--- src/rtl/brk_pkg.sv ---
package brk_pkg;
  typedef enum logic [2:0] {
    CAUSE_NONE  = 3'd0,
    CAUSE_EXT   = 3'd1,
    CAUSE_PROG  = 3'd2,
    CAUSE_DATA  = 3'd3,
    CAUSE_FRAME = 3'd4,
    CAUSE_FLOW  = 3'd5,
    CAUSE_STEP  = 3'd6
  } brk_cause_e;

  localparam int unsigned REG_AW  = 4;
  localparam int unsigned A_CTRL  = 0;
  localparam int unsigned A_FRAME = 1;
  localparam int unsigned A_PBASE = 2;
  localparam int unsigned A_PCFG  = 8;
  localparam int unsigned A_DCFG  = 9;
  localparam int unsigned A_DBASE = 10;

  localparam int unsigned CB_EXT   = 0;
  localparam int unsigned CB_FLOW  = 1;
  localparam int unsigned CB_STEP  = 2;
  localparam int unsigned CB_FRAME = 3;
  localparam int unsigned CB_CLEAR = 4;
endpackage

--- src/rtl/brk_regs.sv ---
module brk_regs
  import brk_pkg::*;
#(
  parameter int unsigned REG_W = 16,
  parameter int unsigned N_PBP = 2,
  parameter int unsigned N_DBP = 2
) (
  input  logic                         clk,
  input  logic                         rst_n,
  input  logic                         we,
  input  logic [REG_AW-1:0]            addr,
  input  logic [REG_W-1:0]             wdata,
  output logic                         ext_en,
  output logic                         flow_en,
  output logic                         step_en,
  output logic                         frame_en,
  output logic                         clr_pulse,
  output logic [REG_W-1:0]             frame_addr,
  output logic [N_PBP-1:0][REG_W-1:0]  p_lo,
  output logic [N_PBP-1:0][REG_W-1:0]  p_hi,
  output logic [N_PBP-1:0]             p_en,
  output logic [N_PBP-1:0]             p_rng,
  output logic [N_DBP-1:0][REG_W-1:0]  d_lo,
  output logic [N_DBP-1:0][REG_W-1:0]  d_hi,
  output logic [N_DBP-1:0]             d_en,
  output logic [N_DBP-1:0]             d_rng,
  output logic [N_DBP-1:0]             d_rd,
  output logic [N_DBP-1:0]             d_wr
);
  localparam int unsigned PCFG_W = 2 * N_PBP;
  localparam int unsigned DCFG_W = 4 * N_DBP;

  logic [3:0]        ctrl_q;
  logic [REG_W-1:0]  frame_q;
  logic [PCFG_W-1:0] pcfg_q;
  logic [DCFG_W-1:0] dcfg_q;

  logic wr_ctrl;
  assign wr_ctrl   = we && (addr == REG_AW'(A_CTRL));
  assign clr_pulse = wr_ctrl && wdata[CB_CLEAR];

  always_ff @(posedge clk or negedge rst_n) begin
    if (!rst_n) begin
      ctrl_q  <= '0;
      frame_q <= '0;
      pcfg_q  <= '0;
      dcfg_q  <= '0;
    end else if (we) begin
      if (wr_ctrl)                     ctrl_q  <= wdata[3:0];
      if (addr == REG_AW'(A_FRAME))    frame_q <= wdata;
      if (addr == REG_AW'(A_PCFG))     pcfg_q  <= wdata[PCFG_W-1:0];
      if (addr == REG_AW'(A_DCFG))     dcfg_q  <= wdata[DCFG_W-1:0];
    end
  end

  assign ext_en     = ctrl_q[CB_EXT];
  assign flow_en    = ctrl_q[CB_FLOW];
  assign step_en    = ctrl_q[CB_STEP];
  assign frame_en   = ctrl_q[CB_FRAME];
  assign frame_addr = frame_q;

  for (genvar i = 0; i < N_PBP; i++) begin : g_preg
    localparam logic [REG_AW-1:0] LO_A = REG_AW'(A_PBASE + 2 * i);
    localparam logic [REG_AW-1:0] HI_A = REG_AW'(A_PBASE + 2 * i + 1);
    logic [REG_W-1:0] lo_q, hi_q;
    always_ff @(posedge clk or negedge rst_n) begin
      if (!rst_n) begin
        lo_q <= '0;
        hi_q <= '0;
      end else if (we) begin
        if (addr == LO_A) lo_q <= wdata;
        if (addr == HI_A) hi_q <= wdata;
      end
    end
    assign p_lo[i]  = lo_q;
    assign p_hi[i]  = hi_q;
    assign p_en[i]  = pcfg_q[2*i];
    assign p_rng[i] = pcfg_q[2*i+1];
  end

  for (genvar i = 0; i < N_DBP; i++) begin : g_dreg
    localparam logic [REG_AW-1:0] LO_A = REG_AW'(A_DBASE + 2 * i);
    localparam logic [REG_AW-1:0] HI_A = REG_AW'(A_DBASE + 2 * i + 1);
    logic [REG_W-1:0] lo_q, hi_q;
    always_ff @(posedge clk or negedge rst_n) begin
      if (!rst_n) begin
        lo_q <= '0;
        hi_q <= '0;
      end else if (we) begin
        if (addr == LO_A) lo_q <= wdata;
        if (addr == HI_A) hi_q <= wdata;
      end
    end
    assign d_lo[i]  = lo_q;
    assign d_hi[i]  = hi_q;
    assign d_en[i]  = dcfg_q[4*i];
    assign d_rng[i] = dcfg_q[4*i+1];
    assign d_rd[i]  = dcfg_q[4*i+2];
    assign d_wr[i]  = dcfg_q[4*i+3];
  end

  // a clear write must never leave the clear bit in control storage
  a_r13_ctrl_width: assert property (@(posedge clk) disable iff (!rst_n)
    clr_pulse |=> (ctrl_q == $past(wdata[3:0])));
endmodule

--- src/rtl/brk_addr_cmp.sv ---
module brk_addr_cmp #(
  parameter int unsigned W = 16
) (
  input  logic         en,
  input  logic         rng,
  input  logic         qual,
  input  logic [W-1:0] lo,
  input  logic [W-1:0] hi,
  input  logic [W-1:0] addr,
  output logic         hit
);
  logic in_range, on_point;

  always_comb begin
    in_range = (addr >= lo) && (addr <= hi);
    on_point = (addr == lo);
    hit      = en && qual && (rng ? in_range : on_point);
  end
endmodule

--- src/rtl/brk_sync.sv ---
module brk_sync (
  input  logic clk,
  input  logic rst_n,
  input  logic d,
  output logic q
);
  logic s1_q, s2_q;

  always_ff @(posedge clk or negedge rst_n) begin
    if (!rst_n) begin
      s1_q <= 1'b0;
      s2_q <= 1'b0;
    end else begin
      s1_q <= d;
      s2_q <= s1_q;
    end
  end

  assign q = s2_q;
endmodule

--- src/rtl/brk_step.sv ---
module brk_step (
  input  logic clk,
  input  logic rst_n,
  input  logic step_en,
  input  logic core_halted,
  input  logic insn_done,
  output logic step_hit
);
  logic halted_q, armed_q, resume;

  assign resume   = halted_q && !core_halted;
  assign step_hit = step_en && (armed_q || resume) && insn_done && !core_halted;

  always_ff @(posedge clk or negedge rst_n) begin
    if (!rst_n) begin
      halted_q <= 1'b0;
      armed_q  <= 1'b0;
    end else begin
      halted_q <= core_halted;
      if (core_halted || step_hit) armed_q <= 1'b0;
      else if (resume)             armed_q <= 1'b1;
    end
  end

  // a single resume yields at most one step break
  a_r7_one_shot: assert property (@(posedge clk) disable iff (!rst_n)
    step_hit |=> !step_hit);
endmodule

--- src/rtl/brk_cond_unit.sv ---
module brk_cond_unit
  import brk_pkg::*;
#(
  parameter int unsigned REG_W = 16,
  parameter int unsigned PA_W  = 16,
  parameter int unsigned DA_W  = 16,
  parameter int unsigned FA_W  = 12,
  parameter int unsigned N_PBP = 2,
  parameter int unsigned N_DBP = 2
) (
  input  logic              clk,
  input  logic              rst_n,
  input  logic              reg_we,
  input  logic [3:0]        reg_addr,
  input  logic [REG_W-1:0]  reg_wdata,
  input  logic              fetch_valid,
  input  logic [PA_W-1:0]   fetch_addr,
  input  logic              dmem_rd,
  input  logic              dmem_wr,
  input  logic [DA_W-1:0]   dmem_addr,
  input  logic              flow_chg,
  input  logic              fmem_acc,
  input  logic [FA_W-1:0]   fmem_addr,
  input  logic              ext_brk_in,
  input  logic              insn_done,
  input  logic              core_halted,
  output logic              brk_req,
  output logic [2:0]        brk_cause
);
  logic ext_en, flow_en, step_en, frame_en, clr_pulse;
  logic [REG_W-1:0]            frame_addr;
  logic [N_PBP-1:0][REG_W-1:0] p_lo, p_hi;
  logic [N_PBP-1:0]            p_en, p_rng, p_hit;
  logic [N_DBP-1:0][REG_W-1:0] d_lo, d_hi;
  logic [N_DBP-1:0]            d_en, d_rng, d_rd, d_wr, d_hit;

  brk_regs #(.REG_W(REG_W), .N_PBP(N_PBP), .N_DBP(N_DBP)) u_regs (
    .clk(clk), .rst_n(rst_n), .we(reg_we), .addr(reg_addr), .wdata(reg_wdata),
    .ext_en(ext_en), .flow_en(flow_en), .step_en(step_en), .frame_en(frame_en),
    .clr_pulse(clr_pulse), .frame_addr(frame_addr),
    .p_lo(p_lo), .p_hi(p_hi), .p_en(p_en), .p_rng(p_rng),
    .d_lo(d_lo), .d_hi(d_hi), .d_en(d_en), .d_rng(d_rng), .d_rd(d_rd), .d_wr(d_wr)
  );

  logic [REG_W-1:0] fa_x, da_x, ma_x;
  assign fa_x = REG_W'(fetch_addr);
  assign da_x = REG_W'(dmem_addr);
  assign ma_x = REG_W'(fmem_addr);

  for (genvar i = 0; i < N_PBP; i++) begin : g_pcmp
    brk_addr_cmp #(.W(REG_W)) u_cmp (
      .en(p_en[i]), .rng(p_rng[i]), .qual(fetch_valid),
      .lo(p_lo[i]), .hi(p_hi[i]), .addr(fa_x), .hit(p_hit[i])
    );
    // an inverted range must never produce a hit
    a_r2_empty_range: assert property (@(posedge clk) disable iff (!rst_n)
      (p_rng[i] && (p_lo[i] > p_hi[i])) |-> !p_hit[i]);
  end

  for (genvar i = 0; i < N_DBP; i++) begin : g_dcmp
    logic qual;
    assign qual = (dmem_rd && d_rd[i]) || (dmem_wr && d_wr[i]);
    brk_addr_cmp #(.W(REG_W)) u_cmp (
      .en(d_en[i]), .rng(d_rng[i]), .qual(qual),
      .lo(d_lo[i]), .hi(d_hi[i]), .addr(da_x), .hit(d_hit[i])
    );
    // no data hit without an access of an enabled kind
    a_r3_qualified: assert property (@(posedge clk) disable iff (!rst_n)
      d_hit[i] |-> ((dmem_rd && d_rd[i]) || (dmem_wr && d_wr[i])));
  end

  logic ext_s;
  brk_sync u_sync (.clk(clk), .rst_n(rst_n), .d(ext_brk_in), .q(ext_s));

  logic step_hit;
  brk_step u_step (
    .clk(clk), .rst_n(rst_n), .step_en(step_en), .core_halted(core_halted),
    .insn_done(insn_done), .step_hit(step_hit)
  );

  logic ext_hit, frame_hit, flow_hit;
  assign ext_hit   = ext_en && ext_s;
  assign frame_hit = frame_en && fmem_acc && (ma_x == frame_addr);
  assign flow_hit  = flow_en && flow_chg;

  brk_cause_e cause_n, cause_q;
  logic       req_q, eval;

  always_comb begin
    if (ext_hit)        cause_n = CAUSE_EXT;
    else if (|p_hit)    cause_n = CAUSE_PROG;
    else if (|d_hit)    cause_n = CAUSE_DATA;
    else if (frame_hit) cause_n = CAUSE_FRAME;
    else if (flow_hit)  cause_n = CAUSE_FLOW;
    else if (step_hit)  cause_n = CAUSE_STEP;
    else                cause_n = CAUSE_NONE;
  end

  assign eval = !core_halted && !req_q;

  always_ff @(posedge clk or negedge rst_n) begin
    if (!rst_n) begin
      req_q   <= 1'b0;
      cause_q <= CAUSE_NONE;
    end else if (clr_pulse) begin
      req_q   <= 1'b0;
      cause_q <= CAUSE_NONE;
    end else if (eval && (cause_n != CAUSE_NONE)) begin
      req_q   <= 1'b1;
      cause_q <= cause_n;
    end
  end

  assign brk_req   = req_q;
  assign brk_cause = cause_q;

  a_r10_sticky: assert property (@(posedge clk) disable iff (!rst_n)
    (req_q && !clr_pulse) |=> req_q);
  a_r10_cause_hold: assert property (@(posedge clk) disable iff (!rst_n)
    (req_q && !clr_pulse) |=> $stable(cause_q));
  a_r10_clear: assert property (@(posedge clk) disable iff (!rst_n)
    clr_pulse |=> (!req_q && cause_q == CAUSE_NONE));
  a_r11_halt_freeze: assert property (@(posedge clk) disable iff (!rst_n)
    (core_halted && !req_q) |=> !req_q);
  a_r9_cause_valid: assert property (@(posedge clk) disable iff (!rst_n)
    req_q |-> (cause_q != CAUSE_NONE));
  a_r8_ext_gated: assert property (@(posedge clk) disable iff (!rst_n)
    (!ext_en && !req_q && !clr_pulse) |=> !(req_q && cause_q == CAUSE_EXT));
endmodule

--- config.mk ---
export PLATFORM = sky130hd
export DESIGN_NAME = brk_cond_unit
export DESIGN_NICKNAME = d
export VERILOG_FILES = /design/src/rtl/brk_pkg.sv /design/src/rtl/brk_regs.sv /design/src/rtl/brk_addr_cmp.sv /design/src/rtl/brk_sync.sv /design/src/rtl/brk_step.sv /design/src/rtl/brk_cond_unit.sv
export SDC_FILE = /design/constraint.sdc
export NUM_CORES = 1
export LEC_CHECK = 0
export ABC_AREA = 0
export BUFFER_PORTS_ARGS = -buffer_cell sky130_fd_sc_hd__buf_2
export CAP_MARGIN = 20
export CORE_MARGIN = 8
export CORE_UTILIZATION = 65
export DETAILED_ROUTE_END_ITERATION = 8
export GPL_TIMING_DRIVEN = 0
export PLACE_DENSITY = 0.9
export SYNTH_ARGS = -nofsm -noshare
export SYNTH_HDL_FRONTEND = slang
export SYNTH_SLANG_ARGS = --single-unit
--- constraint.sdc ---
create_clock -name clk -period 3.8 [get_ports clk]
set_clock_uncertainty 0.1 [all_clocks]
set_input_delay 0.38 -clock clk [delete_from_list [all_inputs] [get_ports clk]]
set_output_delay 0.38 -clock clk [all_outputs]
set_load 0.02 [all_outputs]
; Word-level counts from Yosys, hierarchy flattened
; Cells that the tools add are included.
[classes]
order_cmp = 8
eq_ne = 16
mux = 16
reduce_logical = 52
[op_table]
columns = cell, count
row1 = 16-bit == test, 4
row2 = 16-bit greater-or-equal comparator, 4
row3 = 16-bit less-or-equal comparator, 4
row4 = 1-bit logical AND, 28
row5 = 4-bit == test (second input constant), 6
row6 = 3-bit 2-to-1 mux, 8
row7 = 2-bit AND reduction, 12
row8 = 12-bit by 16-bit == test with 1-bit output, 1
row9 = 4-bit by 2-bit == test with 1-bit output (second input constant), 2
row10 = 4-bit by 3-bit == test with 1-bit output (second input constant), 2
row11 = 1-bit 2-to-1 mux, 8
row12 = 4-bit by 1-bit == test with 1-bit output (second input constant), 1
row13 = 4-bit logical NOT, 1
row14 = 1-bit logical OR, 4
row15 = 2-bit nonzero test, 2
row16 = 2-bit OR reduction, 2
row17 = 3-bit nonzero test, 1
row18 = 1-bit logical NOT, 2
[word_totals]
register_bits = 168
inputBits = 75

; Logic depth before layout (Yosys ltp)
; Gate-level depths: netlist of the first run.
[logic_depth]
ltp_word = 16
ltp_mapped = 9
mapped_depth_nobuf = 9

; Hierarchy
; A second synthesis of the first run with hierarchy kept.
[unflattened]
cells_unflattened = 879
hier_area_um2 = 10050.9
[modules_own_cells]
columns = module, instances, cells_each, area_each_um2, seq_area_each_um2
row1 = brk_regs, 1, 360, 6158.4, 4003.8
row2 = brk_addr_cmp, 4, 115, 828.3, 0.0
row3 = brk_cond_unit, 1, 51, 441.7, 100.1
row4 = brk_step, 1, 6, 87.6, 50.0
row5 = brk_sync, 1, 2, 50.0, 50.0

; Worst setup path before layout of the first run
; Ideal clock, no wire load.
[synth_timing]
path_type = input -> register
from = input port fetch_addr[0]
to = register req_q, in the netlist brk_req
arrival_ps = 2213
required_time_ps = 3577
setup_slack_ps = 1364
stages = 9
path_buffers = 0
cell_sequence = inv_1 -> ha_1 -> nand2b_4 -> a2111oi_4 -> nor4_1 -> o32a_2 -> a22oi_2 -> o211ai_2 -> o221a_1
[synth_via]
elab_chain_cells = 10
elab_cells_between_ends = 18
[synth_rtl]
columns = item, line_no
row1 = "start, declared", brk_cond_unit.sv:17  ; input logic [PA_W-1:0] fetch_addr,
row2 = 16-bit greater-or-equal comparator / 16-bit less-or-equal comparator (equally long branches), brk_addr_cmp.sv:15  ; in_range = (addr >= lo) && (addr <= hi);
row3 = 1-bit logical AND, brk_addr_cmp.sv:15
row4 = 1-bit 2-to-1 mux, brk_addr_cmp.sv:17  ; hit = en && qual && (rng ? in_range : on_point);
row5 = 1-bit logical AND, brk_addr_cmp.sv:17
row6 = 2-bit OR reduction *, brk_cond_unit.sv:91  ; else if (|p_hit) cause_n = CAUSE_PROG;
row7 = 3-bit 2-to-1 mux *, brk_cond_unit.sv:91
row8 = 3-bit 2-to-1 mux *, brk_cond_unit.sv:90  ; if (ext_hit) cause_n = CAUSE_EXT;
row9 = 3-bit nonzero test *, brk_cond_unit.sv:108  ; end else if (eval && (cause_n != CAUSE_NONE)) begin
row10 = 1-bit logical AND *, brk_cond_unit.sv:108
row11 = 2-bit nonzero test (no line) *, --
row12 = "end signal, assigned", brk_cond_unit.sv:103  ; req_q <= 1'b0;
row13 = "end signal, assigned", brk_cond_unit.sv:106  ; req_q <= 1'b0;
row14 = "end signal, assigned", brk_cond_unit.sv:109  ; req_q <= 1'b1;
row15 = "end, declared", brk_cond_unit.sv:87  ; logic req_q, eval;
; Mark *: on every way between the ends. The rest lies on a longest branch, timed or not.
; A chain may end at the register's enable or synchronous reset.

; Final worst setup path of the first run
[layout_timing]
from = register u_regs.g_preg[0].lo_q[15]
to = register cause_q[0], in the netlist brk_cause[0]
[layout_via]
elab_chain_cells = 10
elab_cells_between_ends = 13
[layout_rtl]
columns = item, line_no
row1 = "start, declared", brk_regs.sv:65  ; logic [REG_W-1:0] lo_q, hi_q;
row2 = "start signal, assigned", brk_regs.sv:71  ; if (addr == LO_A) lo_q <= wdata;
row3 = 16-bit greater-or-equal comparator, brk_addr_cmp.sv:15
row4 = 1-bit logical AND, brk_addr_cmp.sv:15
row5 = 1-bit 2-to-1 mux *, brk_addr_cmp.sv:17
row6 = 1-bit logical AND *, brk_addr_cmp.sv:17
row7 = 2-bit OR reduction *, brk_cond_unit.sv:91
row8 = 3-bit 2-to-1 mux *, brk_cond_unit.sv:91
row9 = 3-bit 2-to-1 mux *, brk_cond_unit.sv:90
row10 = 3-bit nonzero test, brk_cond_unit.sv:108
row11 = 1-bit logical AND, brk_cond_unit.sv:108
row12 = 2-bit nonzero test (no line), --
row13 = "end signal, assigned", brk_cond_unit.sv:110  ; cause_q <= cause_n;
row14 = "end, declared", brk_cond_unit.sv:86  ; brk_cause_e cause_n, cause_q;
; Mark *: on every way between the ends. The rest lies on a longest branch, timed or not. The select of a mux whose other input is x is not followed.

==> flow_summary.rst, run 1 <==
.. list-table::
   :header-rows: 1

   * - Metric
     - Value
   * - Status
     - completed
   * - Placement Rows
     - 44
   * - Final cycle utilization of the critical path
     - 81.9%
   * - Top flip-flop cell by instance count after synthesis
     - dfrtp_1
   * - Max cap viols
     - 0
   * - Input/output buffers
     - 66
   * - Number of warnings issued by yosys
     - 0
   * - Final setup vio count
     - 0
   * - RD Place Congestion
     - 0.892
   * - Crit end category
     - register
   * - Insertion delay to the later sink of the worst-skew pair
     - between 0.4 and 0.5 ns
   * - Io pins
     - 79
   * - Wire length of the first global-routing pass
     - 43.0 mm
   * - Routed via count
     - about 8200
   * - Gate count of the mapped netlist
     - 998
   * - Setup bufs post-CTS
     - 0
   * - Net switching power of the design
     - 1.87 mW
   * - Pin count of the biggest net entering global routing
     - approximately 110
   * - Library cell occupying the most area in the post-synthesis netlist
     - dfrtp_1
   * - Most area-consuming cells after synthesis
     - dfrtp_1 44%, ha_1 17%, mux2_2 6.4%, o21ai_0 6.1%, nand2_1 5.2%
   * - Number of enable-type register cells in the synthesized netlist
     - 0
   * - Post-cts gate resize count
     - 0
   * - Wire length reported by the detailed router
     - 27.2 mm
   * - Post-placement worst setup slack
     - 0.739 ns
   * - Initial core utilization
     - 66.3%
   * - Leakage component of the power
     - 5.19 nW
   * - Share of post-route cells with drive strength above 1
     - 14.6%
   * - Via count normalized by instance count
     - 6.42
   * - Final routed DRC violation total
     - 0
   * - Post-DP HPWL
     - around 19 mm
   * - Count of TritonRoute iterations in the first routing pass
     - 6
   * - Power Internal
     - a little over 4 mW
   * - Share of total power in combinational logic
     - approximately 28%
   * - Asr flop ratio synth
     - 100%
   * - Total clock sinks
     - approximately 170
   * - Synth-to-layout area growth
     - 13.1%
   * - Power per standard cell area
     - 543 nW/um^2
   * - Worst Slack Setup Final
     - roughly 0.69 ns
   * - Number of distinct library cell variants in the gate-level netlist after synthesis
     - 50
   * - Maximum clock path buffer count
     - 2
   * - Number of pins with negative max-slew slack in the final report
     - 0
   * - Flip-flop and latch count after synthesis
     - 168
   * - Actual transition at the worst max-transition pin
     - 0.921 ns
   * - Nets
     - about 1300
   * - Post-detailed-route wirelength per cell
     - 21.2 um
   * - Antenna Violating Nets Remaining
     - 0
   * - Root Buffer Master
     - clkbuf_16
   * - Sw Ratio
     - 31.5%
   * - Die span in x
     - around 140 um
   * - Overflow after GRT
     - 0
   * - Sequential area share after synthesis
     - a little over two fifths
   * - Detailed router's first-iteration violation count
     - ~840
   * - Highest achievable clock rate
     - ~320 MHz
   * - Commonest non-fill, non-tap cells in the layout
     - 168 x dfrtp_1, 133 x nand2_1, 128 x inv_1, 128 x ha_1, 118 x o21ai_0
   * - Average cell area after synthesis
     - around 9.6 um^2
   * - CP Class
     - reg2reg
   * - Placeable core area
     - 14500 um^2
   * - Seq pwr share
     - about two fifths
   * - Number of clock buffers inserted by TritonCTS
     - 17
   * - CTS Hold Bufs
     - 2
   * - Setup repair after global routing missed its margin
     - no
   * - CP required
     - 4.02 ns
   * - TritonCTS clock tree
     - yes
   * - Die Outline Area
     - between 15000 and 20000 um^2
   * - Number of H-tree branching levels
     - 4
   * - Net count after synthesis
     - 1201
   * - Max-Slew Margin vs Limit
     - 38.4%
   * - Clock-pin slew on the worst setup and hold paths
     - 0.06 ns
   * - Post-Synthesis Cell Area
     - ~9600 um^2
   * - Area share of the largest cell type after synthesis
     - 43.7%
   * - Vias in the first global route
     - 8331
   * - Largest fanout on the critical path
     - 3
   * - Most common library cell in the layout ignoring fill and taps
     - dfrtp_1
   * - Number of antenna violations at the first check in global routing
     - 1
   * - Final hold violation count
     - 0
   * - Tot GR Track Use
     - slightly below 30%
   * - DIE HEIGHT
     - roughly 140 um
   * - Path category of the worst min-delay check
     - in2reg
   * - Final cell utilization of the core
     - 74.9%
   * - Largest vdd supply drop
     - 0.000315 V
   * - Part of the power in the clock network
     - 31.8%
   * - CP arrival
     - 3.33 ns
   * - Kind of launch point of the worst setup path
     - register
   * - Post-layout minimum cycle time
     - 3.11 ns
==> cells by family after synthesis <==
| logic type | after synthesis | synth area share (%) |
|---|---|---|
| adder cells (fa/ha/maj) | 128 | 16.6 |
| buffers and inverters | 170 | 6.63 |
| flip-flops | 168 | 43.7 |
| AND/OR/NAND/NOR | 239 | 11.5 |
| XOR/XNOR | 12 | 1.09 |
| AO/OA/AOI/OAI | 226 | 14.1 |
| multiplexers | 55 | 6.43 |
==> worst paths after layout <==
| path | cells after the start | slack (ns) | startpoint | to |
|---|---|---|---|---|
| hold / removal | 1 | 0.01 | core_halted | u_step.halted_q$_DFF_PN0_ |
| setup / recovery | 9 | 0.69 | u_regs.g_preg[0].lo_q[15]$_DFFE_PN0P_ | brk_cause[0]$_DFFE_PN0P_ |
| min in group asynchronous | 2 | 0.36 | rst_n | u_regs.g_preg[1].lo_q[15]$_DFFE_PN0P_ |
| hold reg to reg | 0 | 0.26 | u_sync.s1_q$_DFF_PN0_ | u_sync.q$_DFF_PN0_ |
| setup reg to reg | 9 | 0.69 | u_regs.g_preg[0].lo_q[15]$_DFFE_PN0P_ | brk_cause[0]$_DFFE_PN0P_ |
| max in group asynchronous | 3 | 2.32 | rst_n | u_regs.g_preg[1].lo_q[8]$_DFFE_PN0P_ |
==> layout make-up <==
class,count,area [um^2]
clock buffer,21,470
fill,938,3640
inverter,128,480
clock inverter,11,169
buffer,42,158
timing repair buffer,69,388
antenna,1,2.50
tap,184,230
sequential,168,4200
multi-input combinational,660,4790
==> registers in the layout (all words and copies together) (netlist names) <==
name	count
u_regs.g_dreg.hi_q	32
u_regs.g_dreg.lo_q	32
u_regs.g_preg.hi_q	32
u_regs.g_preg.lo_q	32
u_regs.frame_addr	16
u_regs.dcfg_q	8
u_regs.ctrl_q	4
u_regs.pcfg_q	4
brk_cause	3
brk_req	1
u_step.armed_q	1
u_step.halted_q	1
u_sync.q	1
u_sync.s1_q	1
==> through the flow <==
stage	TNS, ns	total power [mW]	hold WS [ns]	std cells	instance area (um^2)
finish	0	5.92	0.00957	1284	10900
global route	0	6.21	0.0176	1284	10900
CTS	0	5.88	0.00339	1283	10900
detailed placement	0	3.97	0.240	1249	10200
global placement	-45.87	3.83	0.232	1248	10200
floorplan	0	3.47	-0.0156	998	9630
==> synthesized netlist by cell type, drive strengths merged (4+ instances only) <==
cell type  number
a211oi          5
nor2b           7
inv           128
nor4            5
o211ai          5
nand2b          6
nor3            6
nand3          17
nor2           21
a2111oi         4
o21ai         118
a21o           15
dfrtp         168
xnor2          12
nand3b          4
ha            128
a21oi          49
mux2           55
clkbuf         41
or4             4
nand4          28
a22oi           5
nand2         133
==> power groups by stage <==
| stage | Clock [mW] | Sequential (mW) | Combinational (mW) |
|---|---|---|---|
| after floorplan | 0 | 2.37 | 1.10 |
| after global placement | 0 | 2.38 | 1.44 |
| after detailed placement | 0 | 2.41 | 1.56 |
| after CTS | 1.88 | 2.38 | 1.62 |
| after global routing | 1.96 | 2.42 | 1.84 |
| final | 1.88 | 2.39 | 1.65 |
==> per-layer routing <==
metal / vias to the layer above / wire length [um] / GRT usage [%] / part of all wire, %
li1: 3626 / - / - / -
met1: 3972 / 10400 / 36.6 / 38
met2: 513 / 12300 / 46.4 / 45
met3: 138 / 3040 / 7.80 / 11
met4: 0 / 1460 / 17.5 / 5.4
met5: - / 0 / 0 / 0
==> critical path: stages (launching register included) <==
cell and delay, ns:
dfrtp_1 0.36, inv_1 0.06, ha_1 0.30, nand4_1 0.25
or4_1 0.68, nor4_1 0.51, o32a_1 0.25, a22oi_2 0.12
o221a_1 0.26, o21a_1 0.11
Power figures use the tool's default switching activity.
==> run 2, diff against run 1 <==
CORE_UTILIZATION = 61   (was 65)
PLACE_DENSITY = 0.85   (was 0.9)
clock period = 3.21 ns   (was 3.8 ns; I/O delays follow)
==> run 2 against run 1 <==
Net effect:
- non-clock buffer count increased by 2
- sequential share of layout area hardly changed
- wire length is 1.5% lower
- critical endpoint unchanged
- largest cell class unchanged
==> flow_summary.rst, run 2 (synthesized netlist as in run 1, its figures left out) <==
.. list-table::
   :header-rows: 1

   * - Metric
     - Value
   * - Post-route total power
     - 6.81 mW
   * - Commonest non-fill, non-tap cells in the layout
     - 168 x dfrtp_1, 133 x nand2_1, 128 x inv_1, 128 x ha_1, 118 x o21ai_0
   * - Vias in the first global route
     - 8137
   * - CTS Hold Bufs
     - 4
   * - CP arrival
     - a little over 3 ns
   * - Hold-critical path depth
     - 2
   * - Post-DP HPWL
     - 19.0 mm
   * - Number of pins with negative max-slew slack in the final report
     - 0
   * - Final hold violation count
     - 0
   * - Pin count of the biggest net entering global routing
     - 91
   * - R2R depth
     - 9
   * - Nets
     - around 1300
   * - Path category of the worst min-delay check
     - in2reg
   * - Final setup vio count
     - 0
   * - Die Outline Area
     - 20100 um^2
   * - Die span in x
     - approximately 140 um
   * - Wire length of the first global-routing pass
     - 42.2 mm
   * - Input/output buffers
     - 66
   * - Via count normalized by instance count
     - 6.10
   * - Total clock sinks
     - around 170
   * - Initial core utilization
     - between 60% and 70%
   * - Largest fanout on the critical path
     - 3
   * - CP Class
     - reg2reg
   * - Largest vdd supply drop
     - 0.000454 V
   * - Routed via count
     - 8025
   * - Number of antenna violations at the first check in global routing
     - 1
   * - DIE HEIGHT
     - 142 um
   * - Post-cts gate resize count
     - 0
   * - Placeable core area
     - 15700 um^2
   * - Design Area, Final
     - 10900 um^2
   * - Antenna Violating Nets Remaining
     - 0
   * - Final Instance Count excl. Fillers
     - 1316
   * - Post-placement worst setup slack
     - 0.309 ns
   * - CP required
     - between 3 and 4 ns
   * - Setup bufs post-CTS
     - 0
   * - Maximum clock path buffer count
     - 2
   * - Post-layout minimum cycle time
     - 2.83 ns
   * - Final routed DRC violation total
     - 0
   * - Actual transition at the worst max-transition pin
     - roughly 1.0 ns
   * - Final cell utilization of the core
     - 69.6%
   * - Final cycle utilization of the critical path
     - 88.2%
   * - Antenna cell count
     - 0
   * - Root Buffer Master
     - clkbuf_16
   * - Placement Rows
     - 46
   * - Cell area reported after detailed placement
     - 10300 um^2
   * - Wire length reported by the detailed router
     - 26.8 mm
   * - Insertion delay to the later sink of the worst-skew pair
     - 0.45 ns
   * - Placed cells
     - 1281
   * - Max-Slew Margin vs Limit
     - 32.2%
   * - Count of TritonRoute iterations in the first routing pass
     - 5
   * - Highest achievable clock rate
     - 353 MHz
   * - Leakage component of the power
     - ~5.2 nW
   * - Worst R2R Setup Slack
     - 0.38 ns
   * - Tot GR Track Use
     - about 28%
   * - Status
     - completed
   * - Power per standard cell area
     - between 600 and 700 nW/um^2
   * - Setup repair after global routing missed its margin
     - no
   * - Crit end category
     - register
   * - Worst Slack Setup Final
     - 0.378 ns
   * - Share of post-route cells with drive strength above 1
     - 14.1%
   * - RD Place Congestion
     - 0.946
   * - Most common library cell in the layout ignoring fill and taps
     - dfrtp_1
   * - Clock-pin slew on the worst setup and hold paths
     - around 0.060 ns
   * - Detailed router's first-iteration violation count
     - 754
   * - TritonCTS clock tree
     - yes
   * - Overflow after GRT
     - 0
   * - Kind of launch point of the worst setup path
     - register
   * - Io pins
     - 79
   * - Number of clock buffers inserted by TritonCTS
     - 17
   * - Post-detailed-route wirelength per cell
     - roughly 20 um
   * - Number of H-tree branching levels
     - 4
   * - Max cap viols
     - 0
   * - Synth-to-layout area growth
     - 13.1%
[run 2: critical path, cell delays in order, from the launching register on]
cell     delay [ns]
dfrtp_1        0.35
inv_1          0.05
ha_1           0.30
nand4_1        0.22
or4_1          0.65
nor4_1         0.40
o32a_1         0.23
a22oi_2        0.10
o221a_1        0.24
o21a_1         0.10
[run 2: final timing paths]
check	start	end
setup / recovery	u_regs.g_preg[0].lo_q[15]$_DFFE_PN0P_	brk_cause[0]$_DFFE_PN0P_
hold / removal	reg_wdata[0]	u_regs.g_preg[0].hi_q[0]$_DFFE_PN0P_
setup reg to reg	u_regs.g_preg[0].lo_q[15]$_DFFE_PN0P_	brk_cause[0]$_DFFE_PN0P_
hold reg to reg	u_sync.s1_q$_DFF_PN0_	u_sync.q$_DFF_PN0_
max in group asynchronous	rst_n	u_regs.frame_addr[12]$_DFFE_PN0P_
min in group asynchronous	rst_n	u_regs.g_preg[0].lo_q[1]$_DFFE_PN0P_
[run 2: per-stage QoR]
| stage | hold slack (ns) | TNS [ns] |
|---|---|---|
| after floorplan | -0.0746 | 0 |
| after global placement | 0.232 | -142.65 |
| after detailed placement | 0.248 | 0 |
| after CTS | 0.0412 | 0 |
| after global routing | 0.0516 | 0 |
| final | 0.0449 | 0 |
[run 2: power by group]
group,switching [mW],internal [mW]
clock,0.846,1.24
combinational,1.09,0.813
sequential,0.211,2.61
[run 2: cell type report]
| cell class | instances | area [um^2] |
|---|---|---|
| Fill cell | 1153 | 4770 |
| Inverter | 128 | 480 |
| Timing Repair Buffer | 71 | 408 |
| Clock inverter | 8 | 123 |
| Sequential cell | 168 | 4200 |
| Tap cell | 216 | 270 |
| Clock buffer | 23 | 458 |
| Multi-Input combinational cell | 660 | 4790 |
| Buffer | 42 | 158 |
[run 2: routing by layer]
| layer | vias to the layer above | part of all wire, % | GRT usage, % |
|---|---|---|---|
| li1 | 3623 | - | - |
| met1 | 3903 | 41 | 34.0 |
| met2 | 411 | 47 | 44.4 |
| met3 | 86 | 8.5 | 6.79 |
| met4 | 2 | 3.8 | 13.5 |
| met5 | - | 0.063 | 0 |
==> run 3, diff against run 2 <==
==> constraint.sdc (replaced) <==
create_clock -name clk -period 3.21 [get_ports clk]
set_clock_uncertainty 0.1 [all_clocks]
set_input_delay 0.642 -clock clk [delete_from_list [all_inputs] [get_ports clk]]
set_output_delay 0.642 -clock clk [all_outputs]
set_load 0.02 [all_outputs]
==> run 3 against run 2 <==
Net effect:
- maximum frequency about the same
- non-clock buffer count down 4
- sequential share of layout area up 0.14 points
- register-to-register slack about the same
- die area unchanged
- cell area down 0.37%
- via count down 0.72%
- sequential power about the same
- highest routed layer is now met4
==> flow_summary.rst, run 3 (synthesized netlist as in run 1, its figures left out) <==
.. list-table::
   :header-rows: 1

   * - Metric
     - Value
   * - Tot GR Track Use
     - 27.5%
   * - Number of antenna violations at the first check in global routing
     - 1
   * - Power per standard cell area
     - 626 nW/um^2
   * - Total negative slack
     - 0 ns
   * - Clock-pin slew on the worst setup and hold paths
     - ~0.06 ns
   * - Maximum clock path buffer count
     - 2
   * - CP required
     - 3.44 ns
   * - Insertion delay to the later sink of the worst-skew pair
     - 0.44 ns
   * - Root Buffer Master
     - clkbuf_16
   * - RD Place Congestion
     - 0.946
   * - CTS Hold Bufs
     - 0
   * - Crit end category
     - register
   * - Most common library cell in the layout ignoring fill and taps
     - dfrtp_1
   * - Antenna Violating Nets Remaining
     - 0
   * - Commonest non-fill, non-tap cells in the layout
     - 168 x dfrtp_1, 133 x nand2_1, 128 x inv_1, 128 x ha_1, 118 x o21ai_0
   * - TritonCTS clock tree
     - yes
   * - Actual transition at the worst max-transition pin
     - 0.948 ns
   * - Via count normalized by instance count
     - 6.07
   * - Path category of the worst min-delay check
     - in2async
   * - Worst setup path startpoint
     - u_regs.g_preg[0].lo_q[15]$_DFFE_PN0P_
   * - Placeable core area
     - approximately 16000 um^2
   * - Number of pins with negative max-slew slack in the final report
     - 0
   * - Largest vdd supply drop
     - between 0.0004 and 0.0005 V
   * - Overflow after GRT
     - 0
   * - Kind of launch point of the worst setup path
     - register
   * - Routed via count
     - 7967
   * - Post-placement worst setup slack
     - -0.0122 ns
   * - Total clock sinks
     - 168
   * - Final hold violation count
     - 0
   * - Status
     - completed
   * - Reg area
     - between 4000 and 5000 um^2
   * - Post-DP HPWL
     - 19.0 mm
   * - Final routed DRC violation total
     - 0
   * - Antenna cell count
     - 0
   * - Post-layout minimum cycle time
     - 2.83 ns
   * - Final Instance Count excl. Fillers
     - 1312
   * - Max-Slew Margin vs Limit
     - a little under two fifths
   * - Share of post-route cells with drive strength above 1
     - 14.1%
   * - Leakage component of the power
     - 5.16 nW
   * - Synth-to-layout area growth
     - 12.7%
   * - Die Outline Area
     - 20100 um^2
   * - Post-route total power
     - between 6 and 7 mW
   * - Wire length of the first global-routing pass
     - about 42 mm
   * - Wire length reported by the detailed router
     - 26.8 mm
   * - Highest achievable clock rate
     - 353 MHz
   * - Multi-input logic area
     - 4790 um^2
   * - Setup repair after global routing missed its margin
     - no
   * - Pin count of the biggest net entering global routing
     - 91
   * - CP Class
     - reg2reg
   * - Initial core utilization
     - ~62%
   * - Placement Rows
     - 46
   * - Io pins
     - 79
   * - Setup bufs post-CTS
     - 0
   * - Final cycle utilization of the critical path
     - 88.2%
   * - Post-cts gate resize count
     - 0
   * - Count of TritonRoute iterations in the first routing pass
     - 6
   * - Number of H-tree branching levels
     - 4
   * - Detailed router's first-iteration violation count
     - 704
   * - Vias in the first global route
     - roughly 8000
   * - Largest fanout on the critical path
     - 3
   * - DIE HEIGHT
     - 142 um
   * - Reg2reg start
     - u_regs.g_preg[0].lo_q[15]$_DFFE_PN0P_
   * - Fill count
     - ~1200
   * - Number of clock buffers inserted by TritonCTS
     - 17
   * - Max cap viols
     - 0
   * - Worst Slack Setup Final
     - 0.379 ns
   * - Input/output buffers
     - 66
   * - Final setup vio count
     - 0
   * - Die span in x
     - around 140 um
   * - CP arrival
     - between 3 and 4 ns
   * - Final cell utilization of the core
     - 69.3%
   * - Post-detailed-route wirelength per cell
     - 20.4 um
   * - Placed cells
     - 1281
   * - Nets
     - 1287
## run 3: final cells by class
type                    count  share of cell area (%)
multi-input cells         660                    44.1
flip-flops and latches    168                    38.7
inverters                 128                    4.43
clock buffers              23                    4.22
repair buffers             67                    3.39
well taps                 216                    2.49
plain buffers              42                    1.45
clock inverters             8                    1.13
## run 3: worst max-delay path, stage by stage, from the launching register on
cell and delay (ns):
dfrtp_1 0.35, inv_1 0.05, ha_1 0.30, nand4_1 0.21, or4_1 0.64, nor4_1 0.40, o32a_1 0.23, a22oi_2 0.10
o221a_1 0.24, o21a_1 0.10
## run 3: final timing paths
kind                                                        endpoint  slack (ns)  depth (start not counted)
worst max-delay path                        brk_cause[0]$_DFFE_PN0P_        0.38                          9
worst min-delay path            u_regs.g_preg[0].lo_q[0]$_DFFE_PN0P_        0.12                          1
worst max register to register              brk_cause[0]$_DFFE_PN0P_        0.38                          9
worst min register to register                    u_sync.q$_DFF_PN0_        0.27                          0
max in group asynchronous          u_regs.frame_addr[11]$_DFFE_PN0P_        2.04                          2
min in group clk                               u_sync.s1_q$_DFF_PN0_        0.20                          1
## run 3: where the power goes
| part | switching [mW] | total (mW) | internal (mW) |
|---|---|---|---|
| sequential | 0.210 | 2.82 | 2.61 |
| combinational | 1.09 | 1.90 | 0.810 |
| clock | 0.836 | 2.07 | 1.24 |
| total | 2.14 | 6.79 | 4.66 |
## run 3: stage by stage
stage / hold slack [ns] / cell area, um^2
final: 0.117 / 10800
after global routing: 0.181 / 10800
after CTS: 0.160 / 10800
after detailed placement: 0.248 / 10300
after global placement: 0.232 / 10200
after floorplan: 0.231 / 9630
## run 3: routing by layer
metal	global-route usage [%]	part of all wire (%)	up-vias
met5	0	0	-
met4	13.5	4.2	0
met3	6.82	9.0	95
met2	44.3	47	399
met1	33.9	40	3848
li1	-	-	3625
